**src/rtl/seccnt_pkg.sv**
```systemverilog
package seccnt_pkg;

    // Byte offsets of the three slots; software depends on these values.
    localparam int unsigned OFF_HI  = 'h0;
    localparam int unsigned OFF_LO  = 'h4;
    localparam int unsigned OFF_CTL = 'h8;

    typedef enum logic [1:0] {
        SLOT_HI   = 2'd0,
        SLOT_LO   = 2'd1,
        SLOT_CTL  = 2'd2,
        SLOT_NONE = 2'd3
    } slot_e;

    typedef struct packed {
        logic hi;
        logic lo;
        logic ctl;
    } strobe_t;

endpackage

```
**src/rtl/seccnt_decode.sv**
```systemverilog
module seccnt_decode
    import seccnt_pkg::*;
#(
    parameter int unsigned ADDR_W = 4
) (
    input  logic [ADDR_W-1:0] addr_i,
    input  logic              wr_i,
    input  logic              rd_i,
    output slot_e             slot_o,
    output strobe_t           wr_o,
    output strobe_t           rd_o
);

    always_comb begin
        if (addr_i == ADDR_W'(OFF_HI)) begin
            slot_o = SLOT_HI;
        end else if (addr_i == ADDR_W'(OFF_LO)) begin
            slot_o = SLOT_LO;
        end else if (addr_i == ADDR_W'(OFF_CTL)) begin
            slot_o = SLOT_CTL;
        end else begin
            slot_o = SLOT_NONE;
        end
    end

    always_comb begin
        wr_o.hi  = wr_i && (slot_o == SLOT_HI);
        wr_o.lo  = wr_i && (slot_o == SLOT_LO);
        wr_o.ctl = wr_i && (slot_o == SLOT_CTL);
        rd_o.hi  = rd_i && (slot_o == SLOT_HI);
        rd_o.lo  = rd_i && (slot_o == SLOT_LO);
        rd_o.ctl = rd_i && (slot_o == SLOT_CTL);
    end

endmodule

```
**src/rtl/seccnt_prescaler.sv**
```systemverilog
module seccnt_prescaler #(
    parameter int unsigned CYC_PER_SEC = 100_000_000
) (
    input  logic clk_i,
    input  logic rst_i,
    input  logic restart_i,
    output logic tick_o
);

    localparam int unsigned PW = (CYC_PER_SEC > 2) ? $clog2(CYC_PER_SEC) : 1;
    localparam logic [PW-1:0] LAST = PW'(CYC_PER_SEC - 1);

    typedef struct packed {
        logic [PW-1:0] phase;
    } presc_state_t;

    presc_state_t st_d, st_q;

    assign tick_o = (st_q.phase == LAST);

    always_comb begin
        st_d = st_q;
        if (restart_i || tick_o) begin
            st_d.phase = '0;
        end else begin
            st_d.phase = st_q.phase + 1'b1;
        end
    end

    always_ff @(posedge clk_i) begin
        if (rst_i) begin
            st_q <= '0;
        end else begin
            st_q <= st_d;
        end
    end

endmodule

```
**src/rtl/seccnt_core.sv**
```systemverilog
module seccnt_core
    import seccnt_pkg::*;
#(
    parameter int unsigned DATA_W   = 16,
    parameter bit          HAS_SEED = 1'b1,
    localparam int unsigned CNT_W   = 2 * DATA_W
) (
    input  logic              clk_i,
    input  logic              rst_i,
    input  logic [CNT_W-1:0]  seed_i,
    input  strobe_t           wr_i,
    input  logic [DATA_W-1:0] wdata_i,
    input  logic              tick_i,
    output logic [CNT_W-1:0]  cnt_o,
    output logic              armed_o,
    output logic              accept_o
);

    typedef struct packed {
        logic [CNT_W-1:0] cnt;
        logic             armed;
    } core_state_t;

    core_state_t st_d, st_q;
    logic [CNT_W-1:0] reset_val;

    generate
        if (HAS_SEED) begin : g_seed
            assign reset_val = seed_i;
        end else begin : g_zero
            logic unused_seed;
            assign unused_seed = ^seed_i;
            assign reset_val   = '0;
        end
    endgenerate

    always_comb begin
        st_d     = st_q;
        accept_o = 1'b0;
        if (wr_i.ctl) begin
            st_d.armed = wdata_i[0];
        end
        if (wr_i.lo && st_q.armed) begin
            st_d.cnt[DATA_W-1:0] = wdata_i;
            accept_o             = 1'b1;
        end
        if (wr_i.hi && st_q.armed) begin
            st_d.cnt[CNT_W-1:DATA_W] = wdata_i;
            st_d.armed               = 1'b0;
            accept_o                 = 1'b1;
        end
        if (!accept_o && tick_i) begin
            st_d.cnt = st_q.cnt + 1'b1;
        end
    end

    always_ff @(posedge clk_i) begin
        if (rst_i) begin
            st_q.cnt   <= reset_val;
            st_q.armed <= 1'b0;
        end else begin
            st_q <= st_d;
        end
    end

    assign cnt_o   = st_q.cnt;
    assign armed_o = st_q.armed;

endmodule

```
**src/rtl/seccnt_readback.sv**
```systemverilog
module seccnt_readback
    import seccnt_pkg::*;
#(
    parameter int unsigned DATA_W = 16,
    localparam int unsigned CNT_W = 2 * DATA_W
) (
    input  logic              clk_i,
    input  logic              rst_i,
    input  logic              rd_i,
    input  strobe_t           rd_sel_i,
    input  logic [CNT_W-1:0]  cnt_i,
    output logic [DATA_W-1:0] rdata_o
);

    typedef struct packed {
        logic [DATA_W-1:0] rdata;
    } rb_state_t;

    rb_state_t st_d, st_q;

    always_comb begin
        st_d = st_q;
        if (rd_i) begin
            if (rd_sel_i.hi) begin
                st_d.rdata = cnt_i[CNT_W-1:DATA_W];
            end else if (rd_sel_i.lo) begin
                st_d.rdata = cnt_i[DATA_W-1:0];
            end else begin
                st_d.rdata = '0;
            end
        end
    end

    always_ff @(posedge clk_i) begin
        if (rst_i) begin
            st_q <= '0;
        end else begin
            st_q <= st_d;
        end
    end

    assign rdata_o = st_q.rdata;

endmodule

```
**src/rtl/sec_counter_wp.sv**
```systemverilog
module sec_counter_wp
    import seccnt_pkg::*;
#(
    parameter int unsigned CYC_PER_SEC = 100_000_000,
    parameter int unsigned ADDR_W      = 4,
    parameter bit          HAS_SEED    = 1'b1
) (
    input  logic              clk_i,
    input  logic              rst_i,
    input  logic [31:0]       seed_i,
    input  logic [ADDR_W-1:0] bus_addr_i,
    input  logic              bus_wr_i,
    input  logic              bus_rd_i,
    input  logic [15:0]       bus_wdata_i,
    output logic [15:0]       bus_rdata_o
);

    localparam int unsigned DATA_W = 16;
    localparam int unsigned CNT_W  = 2 * DATA_W;

    slot_e            slot;
    strobe_t          wr_sel;
    strobe_t          rd_sel;
    logic             tick;
    logic             accept;
    logic             armed;
    logic [CNT_W-1:0] cnt;

    seccnt_decode #(.ADDR_W(ADDR_W)) u_decode (
        .addr_i (bus_addr_i),
        .wr_i   (bus_wr_i),
        .rd_i   (bus_rd_i),
        .slot_o (slot),
        .wr_o   (wr_sel),
        .rd_o   (rd_sel)
    );

    seccnt_prescaler #(.CYC_PER_SEC(CYC_PER_SEC)) u_presc (
        .clk_i     (clk_i),
        .rst_i     (rst_i),
        .restart_i (accept),
        .tick_o    (tick)
    );

    seccnt_core #(.DATA_W(DATA_W), .HAS_SEED(HAS_SEED)) u_core (
        .clk_i    (clk_i),
        .rst_i    (rst_i),
        .seed_i   (seed_i),
        .wr_i     (wr_sel),
        .wdata_i  (bus_wdata_i),
        .tick_i   (tick),
        .cnt_o    (cnt),
        .armed_o  (armed),
        .accept_o (accept)
    );

    seccnt_readback #(.DATA_W(DATA_W)) u_rb (
        .clk_i    (clk_i),
        .rst_i    (rst_i),
        .rd_i     (bus_rd_i),
        .rd_sel_i (rd_sel),
        .cnt_i    (cnt),
        .rdata_o  (bus_rdata_o)
    );

    logic unused_slot;
    assign unused_slot = ^slot;

endmodule

```
**config.mk**
```make
export PLATFORM = sky130hd
export DESIGN_NAME = sec_counter_wp
export DESIGN_NICKNAME = d
export VERILOG_FILES = /design/src/rtl/seccnt_pkg.sv /design/src/rtl/seccnt_decode.sv /design/src/rtl/seccnt_prescaler.sv /design/src/rtl/seccnt_core.sv /design/src/rtl/seccnt_readback.sv /design/src/rtl/sec_counter_wp.sv
export SDC_FILE = /design/constraint.sdc
export NUM_CORES = 1
export LEC_CHECK = 0
export ABC_CLOCK_PERIOD_IN_PS = 5100
export BUFFER_PORTS_ARGS = -buffer_cell sky130_fd_sc_hd__buf_2
export CELL_PAD_IN_SITES_DETAIL_PLACEMENT = 2
export CELL_PAD_IN_SITES_GLOBAL_PLACEMENT = 2
export CORE_UTILIZATION = 38
export DETAILED_ROUTE_END_ITERATION = 16
export PLACE_DENSITY = 0.89
export REMOVE_ABC_BUFFERS = 1
export SYNTH_ARGS = -nofsm -noshare
export SYNTH_HDL_FRONTEND = slang
export SYNTH_HIERARCHICAL = 1
export SYNTH_SLANG_ARGS = --single-unit
```
**constraint.sdc**
```tcl
create_clock -name clk_i -period 5.1 [get_ports clk_i]
set_input_delay 1.02 -clock clk_i [delete_from_list [all_inputs] [get_ports clk_i]]
set_output_delay 1.02 -clock clk_i [all_outputs]
set_load 0.01 [all_outputs]
```
==> impl_metrics.json, run 1 <==
{
  "cts.sinks": 76,
  "rows": 40,
  "setup.worst_path.end_class": "register",
  "first_pass_iters": 5,
  "syn_inst": 499,
  "outcome": "finished, final reports clean",
  "finalCritPeriodShare_pct": 62.69,
  "clockBufferDepth": 2,
  "p_leak_nw": 1.893,
  "startpoint": "u_presc/st_q[0]$_SDFF_PP0_",
  "wire_per_inst_um": 22.54,
  "postRouteAntennaNets": 0,
  "grt_pass1_wl_mm": 25.73,
  "r2r_slack_ns": 1.90,
  "ff2ff_path_depth": 8,
  "worstPathRequired_ns": 5.07,
  "dieHeight_um": 113.4,
  "peakVddDrop_v": 0.0001566,
  "drive_gt1_share_pct": 25.76,
  "fin_skew_ns": 0.007054,
  "grt_usage_pct": 26.47,
  "power_density_mw_per_mm2": 284.4,
  "vias": 4298,
  "htreeDepth": 3,
  "placed_area_mm2": 0.005121,
  "hold_path_startpoint": "u_rb/rdata_o[14]$_SDFFE_PP0P_",
  "dpl.hpwl_mm": 11.64,
  "ys.warnings.count": 6,
  "start_kind": "register",
  "grt_antenna_before_repair": 1,
  "cts_root_buf": "clkbuf_16",
  "fillers": 1311,
  "regToRegStartpoint": "u_presc/st_q[0]$_SDFF_PP0_",
  "rsz0062_at_grt": "no",
  "nets": 612,
  "insertion_delay_ns": 0.35,
  "arrival_ns": 3.17,
  "start_util_pct": 39.10,
  "fmax_mhz": 312.8,
  "maxCapViolations": 0,
  "setup_violations": 0,
  "clk_pin_slew_ns": 0.06,
  "hold_buffers": 0,
  "tightest_slew_ns": 1.249,
  "path_max_fanout": 21,
  "numPortBuffers": 71,
  "postLayoutCellArea_mm2": 0.005414,
  "cts_buffers": 9,
  "die_area_mm2": 0.01286,
  "worstSetupEndpoint": "u_core/cnt_o[23]$_DFFE_PP_",
  "reg2reg_to": "u_core/cnt_o[23]$_DFFE_PP_",
  "grt_max_degree": 35,
  "design.portCount": 72,
  "cts_tree": "yes",
  "drc": 0,
  "cts_resized": 0,
  "core-area_mm2": 0.01206,
  "die_w_um": 113.4,
  "gp_congestion": 0.8125,
  "antenna_cells": 0,
  "path_class": "reg2reg",
  "post_cts_buffers": 0,
  "holdCritPathClass": "reg2reg",
  "synth.avg_cell_area_um2": 9.450,
  "via_per_inst": 5.912,
  "area_growth_pct": 14.80,
  "first_global_vias": 4658,
  "drt_iter0_markers": 224,
  "synth_area_mm2": 0.004716,
  "drt_wl_total_mm": 16.39,
  "setup-tns-final_ns": 0,
  "period_needed_ns": 3.197,
  "slew_viol_final": 0,
  "gr-total-overflow": 0,
  "relSlewSlack_pct": 16.73,
  "hold_viol_final": 0
}
[registers in the layout, summed over array words and instances (netlist names)]
name and flops:
u_core/cnt_o 32, u_presc/st_q 27, u_core/armed_o 1, u_rb/rdata_o 16
[critical path: stages (launching register included)]
cell and delay, ns:
dfxtp_1 0.40, ha_1 0.23, and3_1 0.32, nand2_4 0.18
nor4_4 0.34, buf_4 0.31, nand2_1 0.10, buf_4 0.24
nand2_1 0.69
[placed cells by master (no fill, tap or decap), drive strengths merged, types with 11 or more instances in the layout]
cell,count
a211oi,12
a311oi,16
and4,11
buf,77
clkbuf,15
dfxtp,44
edfxtp,32
nand2,81
nand3,19
nand3b,16
nand4,13
nor2,35
nor3,23
o21ai,23
o221ai,11
o31ai,11
xnor2,20
xor2,13
[metal layers]
layer | part of all wire, % | vias up | global-route usage, %
met3 | 4.4 | 28 | 5.420
met4 | 2.1 | 2 | 8.860
met2 | 52 | 116 | 47.12
li1 | - | 1983 | -
met5 | 0.061 | - | 0
met1 | 42 | 2169 | 31.84
[worst min path at each step]
stage                               endpoint  slack (ns)  depth (start not counted)
2_1_floorplan    u_presc/st_q[26]$_SDFF_PP0_        0.46                          2
3_3_place_gp     u_presc/st_q[26]$_SDFF_PP0_        0.47                          2
5_1_grt          u_presc/st_q[26]$_SDFF_PP0_        0.52                          2
6_report       u_rb/rdata_o[14]$_SDFFE_PP0P_        0.50                          2
4_1_cts          u_presc/st_q[26]$_SDFF_PP0_        0.51                          2
3_5_place_dp     u_presc/st_q[26]$_SDFF_PP0_        0.49                          2
[stage by stage]
| stage | std cells | total power, mW | hold slack (ns) | setup WS, ns | utilization (%) |
|---|---|---|---|---|---|
| 2_1_floorplan | 466 | 0.8099 | 0.4559 | 2.046 | - |
| 3_3_place_gp | 711 | 0.8861 | 0.4696 | 1.906 | 42.46 |
| 3_5_place_dp | 711 | 0.9043 | 0.4918 | 1.712 | 42.46 |
| 4_1_cts | 727 | 1.548 | 0.5052 | 1.890 | 44.89 |
| 5_1_grt | 727 | 1.591 | 0.5209 | 1.737 | 44.89 |
| 6_report | 727 | 1.540 | 0.5038 | 1.903 | 44.89 |
[final cells by class]
class	count	area, µm²	share of cell area, %
repair buffers	77	400.4	7.395
well taps	168	210.2	3.883
flip-flops and latches	76	1842	34.02
clock inverters	1	3.754	0.06933
inverters	8	30.03	0.5547
multi-input cells	382	2639	48.74
clock buffers	15	289.0	5.339
[power breakdown]
| part | internal, mW | total [mW] | switching (mW) |
|---|---|---|---|
| combinational | 0.0702 | 0.171 | 0.101 |
| clock | 0.385 | 0.645 | 0.260 |
| sequential | 0.676 | 0.724 | 0.0479 |
(Power assumes the default switching activity.)
==> run 2, diff against run 1 <==
ABC_CLOCK_PERIOD_IN_PS = 2920   (was 5100)
CORE_UTILIZATION = 32   (was 38)
PLACE_DENSITY = 0.8   (was 0.89)
clock period = 2.92 ns   (was 5.1 ns; I/O delays follow)
==> run 2 against run 1 <==
Utilization decreased by 5.9 points. Largest cell class unchanged. Sequential share of layout area decreased by 0.62 points. Sequential cell count unchanged. Clock skew decreased by 0.0011 ns. Clock power increased by 91%. Largest power group unchanged. Hold slack got worse by 0.014 ns. Total power increased by 81%. Final area increased by 1.8%. Setup slack got worse by 1.6 ns. Die area increased by 18%. Combinational power increased by 74%.
==> impl_metrics.json, run 2 (synthesis results as in run 1) <==
{
  "outcome": "finished, final reports clean",
  "layout_common_cells": "79 x nand2_1, 71 x buf_2, 44 x dfxtp_1",
  "p_leak_nw": 1.938,
  "path_class": "reg2reg",
  "drt_iter0_markers": 183,
  "core-area_mm2": 0.01415,
  "setup_violations": 0,
  "dpl.cell_count": 727,
  "maxCapViolations": 0,
  "cts_root_buf": "clkbuf_16",
  "fin_util_pct": 38.97,
  "drc": 0,
  "insertion_delay_ns": 0.35,
  "grt_max_degree": 61,
  "antenna_cells": 0,
  "cpPeakStageDelay_ns": 0.39,
  "sequentialPowerShare_pct": 45.3,
  "htreeDepth": 3,
  "first_pass_iters": 4,
  "final_common_cell": "nand2_1",
  "hold_buffers": 0,
  "fmax_mhz": 387.1,
  "setup-tns-final_ns": 0,
  "hold_path_startpoint": "u_rb/rdata_o[0]$_SDFFE_PP0P_",
  "nets": 616,
  "wire_per_inst_um": 21.34,
  "cts_buffers": 9,
  "grt_antenna_before_repair": 0,
  "cts.sinks": 76,
  "grt_pass1_wl_mm": 25.22,
  "via_per_inst": 5.673,
  "tightest_slew_ns": 0.5745,
  "drive_gt1_share_pct": 26.82,
  "dpl.hpwl_mm": 11.22,
  "clk_pin_slew_ns": 0.06,
  "fin_skew_ns": 0.005920,
  "numPortBuffers": 71,
  "crit_family": "simple AND/OR/NAND/NOR gates",
  "whs_path_depth": 2,
  "rows": 43,
  "worstPathRequired_ns": 3.09,
  "post_cts_buffers": 0,
  "cts_tree": "yes",
  "path_max_fanout": 17,
  "gp_congestion": 0.8033,
  "fin_cells": 743,
  "setup.worst_path.end_class": "register",
  "totalPowerFinal_mw": 2.784,
  "rsz0062_at_grt": "no",
  "ff2ff_path_depth": 9,
  "cpMaxStageDelayCell": "dfxtp_1",
  "hold_slack_ns": 0.4894,
  "reg2reg_to": "u_core/cnt_o[23]$_DFFE_PP_",
  "postRouteAntennaNets": 0,
  "hold_viol_final": 0,
  "gr-total-overflow": 0,
  "regToRegStartpoint": "u_presc/st_q[0]$_SDFF_PP0_",
  "power_density_mw_per_mm2": 504.8,
  "start_kind": "register",
  "drt_wl_total_mm": 15.86,
  "arrival_ns": 2.76,
  "die_area_mm2": 0.01523,
  "internal_power_mw": 2.067,
  "clockBufferDepth": 2,
  "p_clk_share_pct": 44.0,
  "switchingPower_uw": 717.0,
  "largest_register_ffs": 32,
  "first_global_vias": 4627,
  "p_sw_share_pct": 25.76,
  "slew_viol_final": 0,
  "min_to": "u_rb/rdata_o[0]$_SDFFE_PP0P_",
  "holdCritPathClass": "reg2reg",
  "grt_usage_pct": 22.39,
  "crit_chain": "ha_1 -> and3_1 -> nand2_4 -> nor4_4 -> and2_1 -> buf_12 -> nand2b_1 -> buf_4 -> o221ai_1",
  "die_w_um": 123.4,
  "finalCritPeriodShare_pct": 88.48,
  "relSlewSlack_pct": 61.70,
  "period_needed_ns": 2.584,
  "dieHeight_um": 123.4,
  "vias": 4215,
  "area_growth_pct": 16.93,
  "cts_resized": 0,
  "combPwrFrac_pct": 10.7,
  "r2r_slack_ns": 0.34,
  "start_util_pct": 33.33,
  "design.portCount": 72,
  "peakVddDrop_v": 0.0002983,
  "path_buf_inv": 2
}
[run 2: cell types whose count changed in the layout (fill, tap and decap cells not counted), sizes merged]
cell / before / now
inv: 8 / 9
clkbuf: 15 / 13
buf: 77 / 81
bufinv: 0 / 1
[run 2: worst min-delay path: cells and delay by family (launching register included)]
family | cells | cell delay (ns)
compound gates | 1 | 0.05
flops | 1 | 0.31
simple gates | 1 | 0.08
[run 2: worst max path at each step]
stage                               startpoint                    endpoint  slack (ns)  cells after the start
floorplan           u_presc/st_q[0]$_SDFF_PP0_  u_core/cnt_o[16]$_DFFE_PP_       -0.13                      6
global placement    u_presc/st_q[0]$_SDFF_PP0_  u_core/cnt_o[23]$_DFFE_PP_        0.54                      9
detailed placement  u_presc/st_q[0]$_SDFF_PP0_  u_core/cnt_o[21]$_DFFE_PP_        0.35                      9
CTS                 u_presc/st_q[0]$_SDFF_PP0_  u_core/cnt_o[21]$_DFFE_PP_        0.31                      9
global route        u_presc/st_q[0]$_SDFF_PP0_  u_core/cnt_o[17]$_DFFE_PP_        0.16                      9
finish              u_presc/st_q[0]$_SDFF_PP0_  u_core/cnt_o[23]$_DFFE_PP_        0.34                      9
[run 2: area by class of cell]
class	count	area [µm²]
timing repair buffer	81	455.4
sequential	76	1842
multi-input combinational	382	2639
clock inverter	3	41.29
clock buffer	13	281.5
fill	1541	8636
inverter	8	30.03
tap	180	225.2
[run 2: metrics by stage]
step	setup WS, ns	instance area (µm²)
CTS	0.3113	5514
global route	0.1593	5514
global placement	0.5403	5191
detailed placement	0.3490	5191
finish	0.3364	5514
floorplan	-0.1338	4511
[run 2: power groups by stage]
stage	sequential [mW]	clock (mW)	combinational [mW]
6_report	1.26	1.23	0.298
2_1_floorplan	1.26	0	0.155
3_3_place_gp	1.27	0	0.280
5_1_grt	1.27	1.28	0.327
3_5_place_dp	1.28	0	0.296
4_1_cts	1.26	1.25	0.301
[run 2: routing by layer]
| layer | share of wire (%) | wire length (µm) | up-vias | GRT usage [%] |
|---|---|---|---|---|
| met5 | 0 | 0 | - | 0 |
| met4 | 2.0 | 316 | 0 | 8.509 |
| met3 | 4.4 | 701 | 20 | 4.474 |
| met2 | 52 | 8289 | 95 | 41.45 |
| met1 | 41 | 6549 | 2105 | 25.00 |
| li1 | - | - | 1995 | - |
==> run 3, diff against run 2 <==
PLACE_DENSITY = not set   (was 0.8)
PLACE_DENSITY_LB_ADDON = 0.1   (was not set)
==> run 3 against run 2 <==
Routed wire length shrank 6.0%. Critical path depth did not move. Largest cell class unchanged. Via count shrank 0.97%. Non-clock buffer count up 4. Count of clock-buffer cells in the layout down 1. Sequential cell count unchanged. Largest power group unchanged. Hold slack worse by 0.0027 ns. Critical path type unchanged.
==> impl_metrics.json, run 3 (synthesis results as in run 1) <==
{
  "holdCritPathClass": "reg2reg",
  "setup.worst_path.end_class": "register",
  "first_global_vias": 4572,
  "cpPeakStageDelay_ns": 0.39,
  "maxCapViolations": 0,
  "path_buf_inv": 2,
  "clockBufferDepth": 2,
  "crit_top_cell": "buf_4",
  "wire_per_inst_um": 19.95,
  "grt_max_degree": 37,
  "post_cts_buffers": 0,
  "p_leak_nw": 1.925,
  "rows": 43,
  "htreeDepth": 3,
  "hold_viol_final": 0,
  "layout_common_cells": "79 x nand2_1, 71 x buf_2, 44 x dfxtp_1",
  "layout_setup_ws_ns": 0.3417,
  "hold_buffers": 0,
  "cts.sinks": 76,
  "vias": 4174,
  "cts_resized": 0,
  "via_per_inst": 5.588,
  "cts_tree": "yes",
  "fmax_mhz": 387.9,
  "period_needed_ns": 2.578,
  "grt_pass1_wl_mm": 24.20,
  "postRouteAntennaNets": 0,
  "gr-total-overflow": 0,
  "die_w_um": 123.4,
  "postLayoutCellArea_mm2": 0.005472,
  "cts_buffers": 9,
  "placed_area_mm2": 0.005209,
  "finalCritPeriodShare_pct": 88.30,
  "path_max_fanout": 16,
  "crit_family": "simple AND/OR/NAND/NOR gates",
  "first_pass_iters": 4,
  "drive_gt1_share_pct": 26.86,
  "numPortBuffers": 71,
  "setup_violations": 0,
  "nets": 620,
  "setup-tns-final_ns": 0,
  "power_density_mw_per_mm2": 469.4,
  "fillers": 1594,
  "start_kind": "register",
  "dpl_worst_slack_ns": 0.2788,
  "insertion_delay_ns": 0.34,
  "drt_wl_total_mm": 14.90,
  "core-area_mm2": 0.01415,
  "tightest_slew_ns": 0.4785,
  "final_common_cell": "nand2_1",
  "start_util_pct": 33.33,
  "design.portCount": 72,
  "drc": 0,
  "clk_pin_slew_ns": 0.06,
  "worstPathRequired_ns": 2.95,
  "largest_register_ffs": 32,
  "peakVddDrop_v": 0.0002757,
  "arrival_ns": 2.60,
  "grt_usage_pct": 21.22,
  "fin_skew_ns": 0.007291,
  "cpMaxStageDelayCell": "dfxtp_1",
  "path_class": "reg2reg",
  "die_area_mm2": 0.01523,
  "slew_viol_final": 0,
  "drt_iter0_markers": 160,
  "outcome": "finished, final reports clean",
  "crit_chain": "ha_1 -> and3_1 -> nand2_4 -> nor4_4 -> and2_1 -> buf_4 -> nor2_1 -> nand2_1 -> buf_4",
  "relSlewSlack_pct": 68.10,
  "area_growth_pct": 16.03,
  "dieHeight_um": 123.4,
  "gp_congestion": 0.7756,
  "dpl.hpwl_mm": 10.74,
  "cts_root_buf": "clkbuf_16",
  "grt_antenna_before_repair": 2,
  "rsz0062_at_grt": "no"
}
[run 3: changes by cell type in the layout (fill, tap and decap cells not counted)]
cell	previous run	this run
clkinv_2	1	2
clkbuf_1	1	2
bufinv_16	1	0
inv_4	1	0
clkinv_1	0	1
buf_12	2	1
clkbuf_8	2	1
diode_2	0	1
buf_4	8	13
clkbuf_16	10	9
[run 3: where the power goes]
group | total, mW | internal [mW] | switching (mW) | leakage [nW]
Sequential | 1.26 | 1.18 | 0.0800 | 0.671
Combinational | 0.290 | 0.127 | 0.163 | 1.12
Clock | 1.02 | 0.588 | 0.429 | 0.130
Total | 2.57 | 1.90 | 0.672 | 1.92
[run 3: worst paths after layout]
kind                                      start  slack, ns  depth (start not counted)                            end
hold / removal    u_rb/rdata_o[14]$_SDFFE_PP0P_       0.49                          2  u_rb/rdata_o[14]$_SDFFE_PP0P_
setup reg to reg     u_presc/st_q[0]$_SDFF_PP0_       0.34                          9      u_core/cnt_o[2]$_DFFE_PP_
setup / recovery     u_presc/st_q[0]$_SDFF_PP0_       0.34                          9      u_core/cnt_o[2]$_DFFE_PP_
hold reg to reg   u_rb/rdata_o[14]$_SDFFE_PP0P_       0.49                          2  u_rb/rdata_o[14]$_SDFFE_PP0P_
[run 3: final cells by class]
| class | count | area [µm²] | area share (%) |
|---|---|---|---|
| inverters | 8 | 30.03 | 0.5488 |
| diodes | 1 | 2.502 | 0.04574 |
| clock inverters | 3 | 13.76 | 0.2515 |
| clock buffers | 12 | 246.5 | 4.505 |
| flip-flops and latches | 76 | 1842 | 33.66 |
| repair buffers | 85 | 473.0 | 8.644 |
| multi-input cells | 382 | 2639 | 48.23 |
| well taps | 180 | 225.2 | 4.116 |
[run 3: layer usage]
layer / part of all wire, % / track usage (%)
met3: 3.5 / 5.166
met5: 0.087 / 0
met1: 43 / 24.64
met4: 1.1 / 5.422
met2: 52 / 38.65
[run 3: stage by stage]
stage	power [mW]	instances	utilization, %	hold WS, ns
after global placement	1.560	731	36.81	0.4713
final	2.568	747	38.67	0.4867
after global routing	2.688	746	38.65	0.5134
after floorplan	1.415	466	-	0.4559
after detailed placement	1.576	731	36.81	0.4864
after CTS	2.618	746	38.65	0.4933
[run 3: worst min-delay path, stage by stage, from the launching register on]
cell      delay, ns
dfxtp_1        0.30
nor2_1         0.08
a311oi_1       0.05
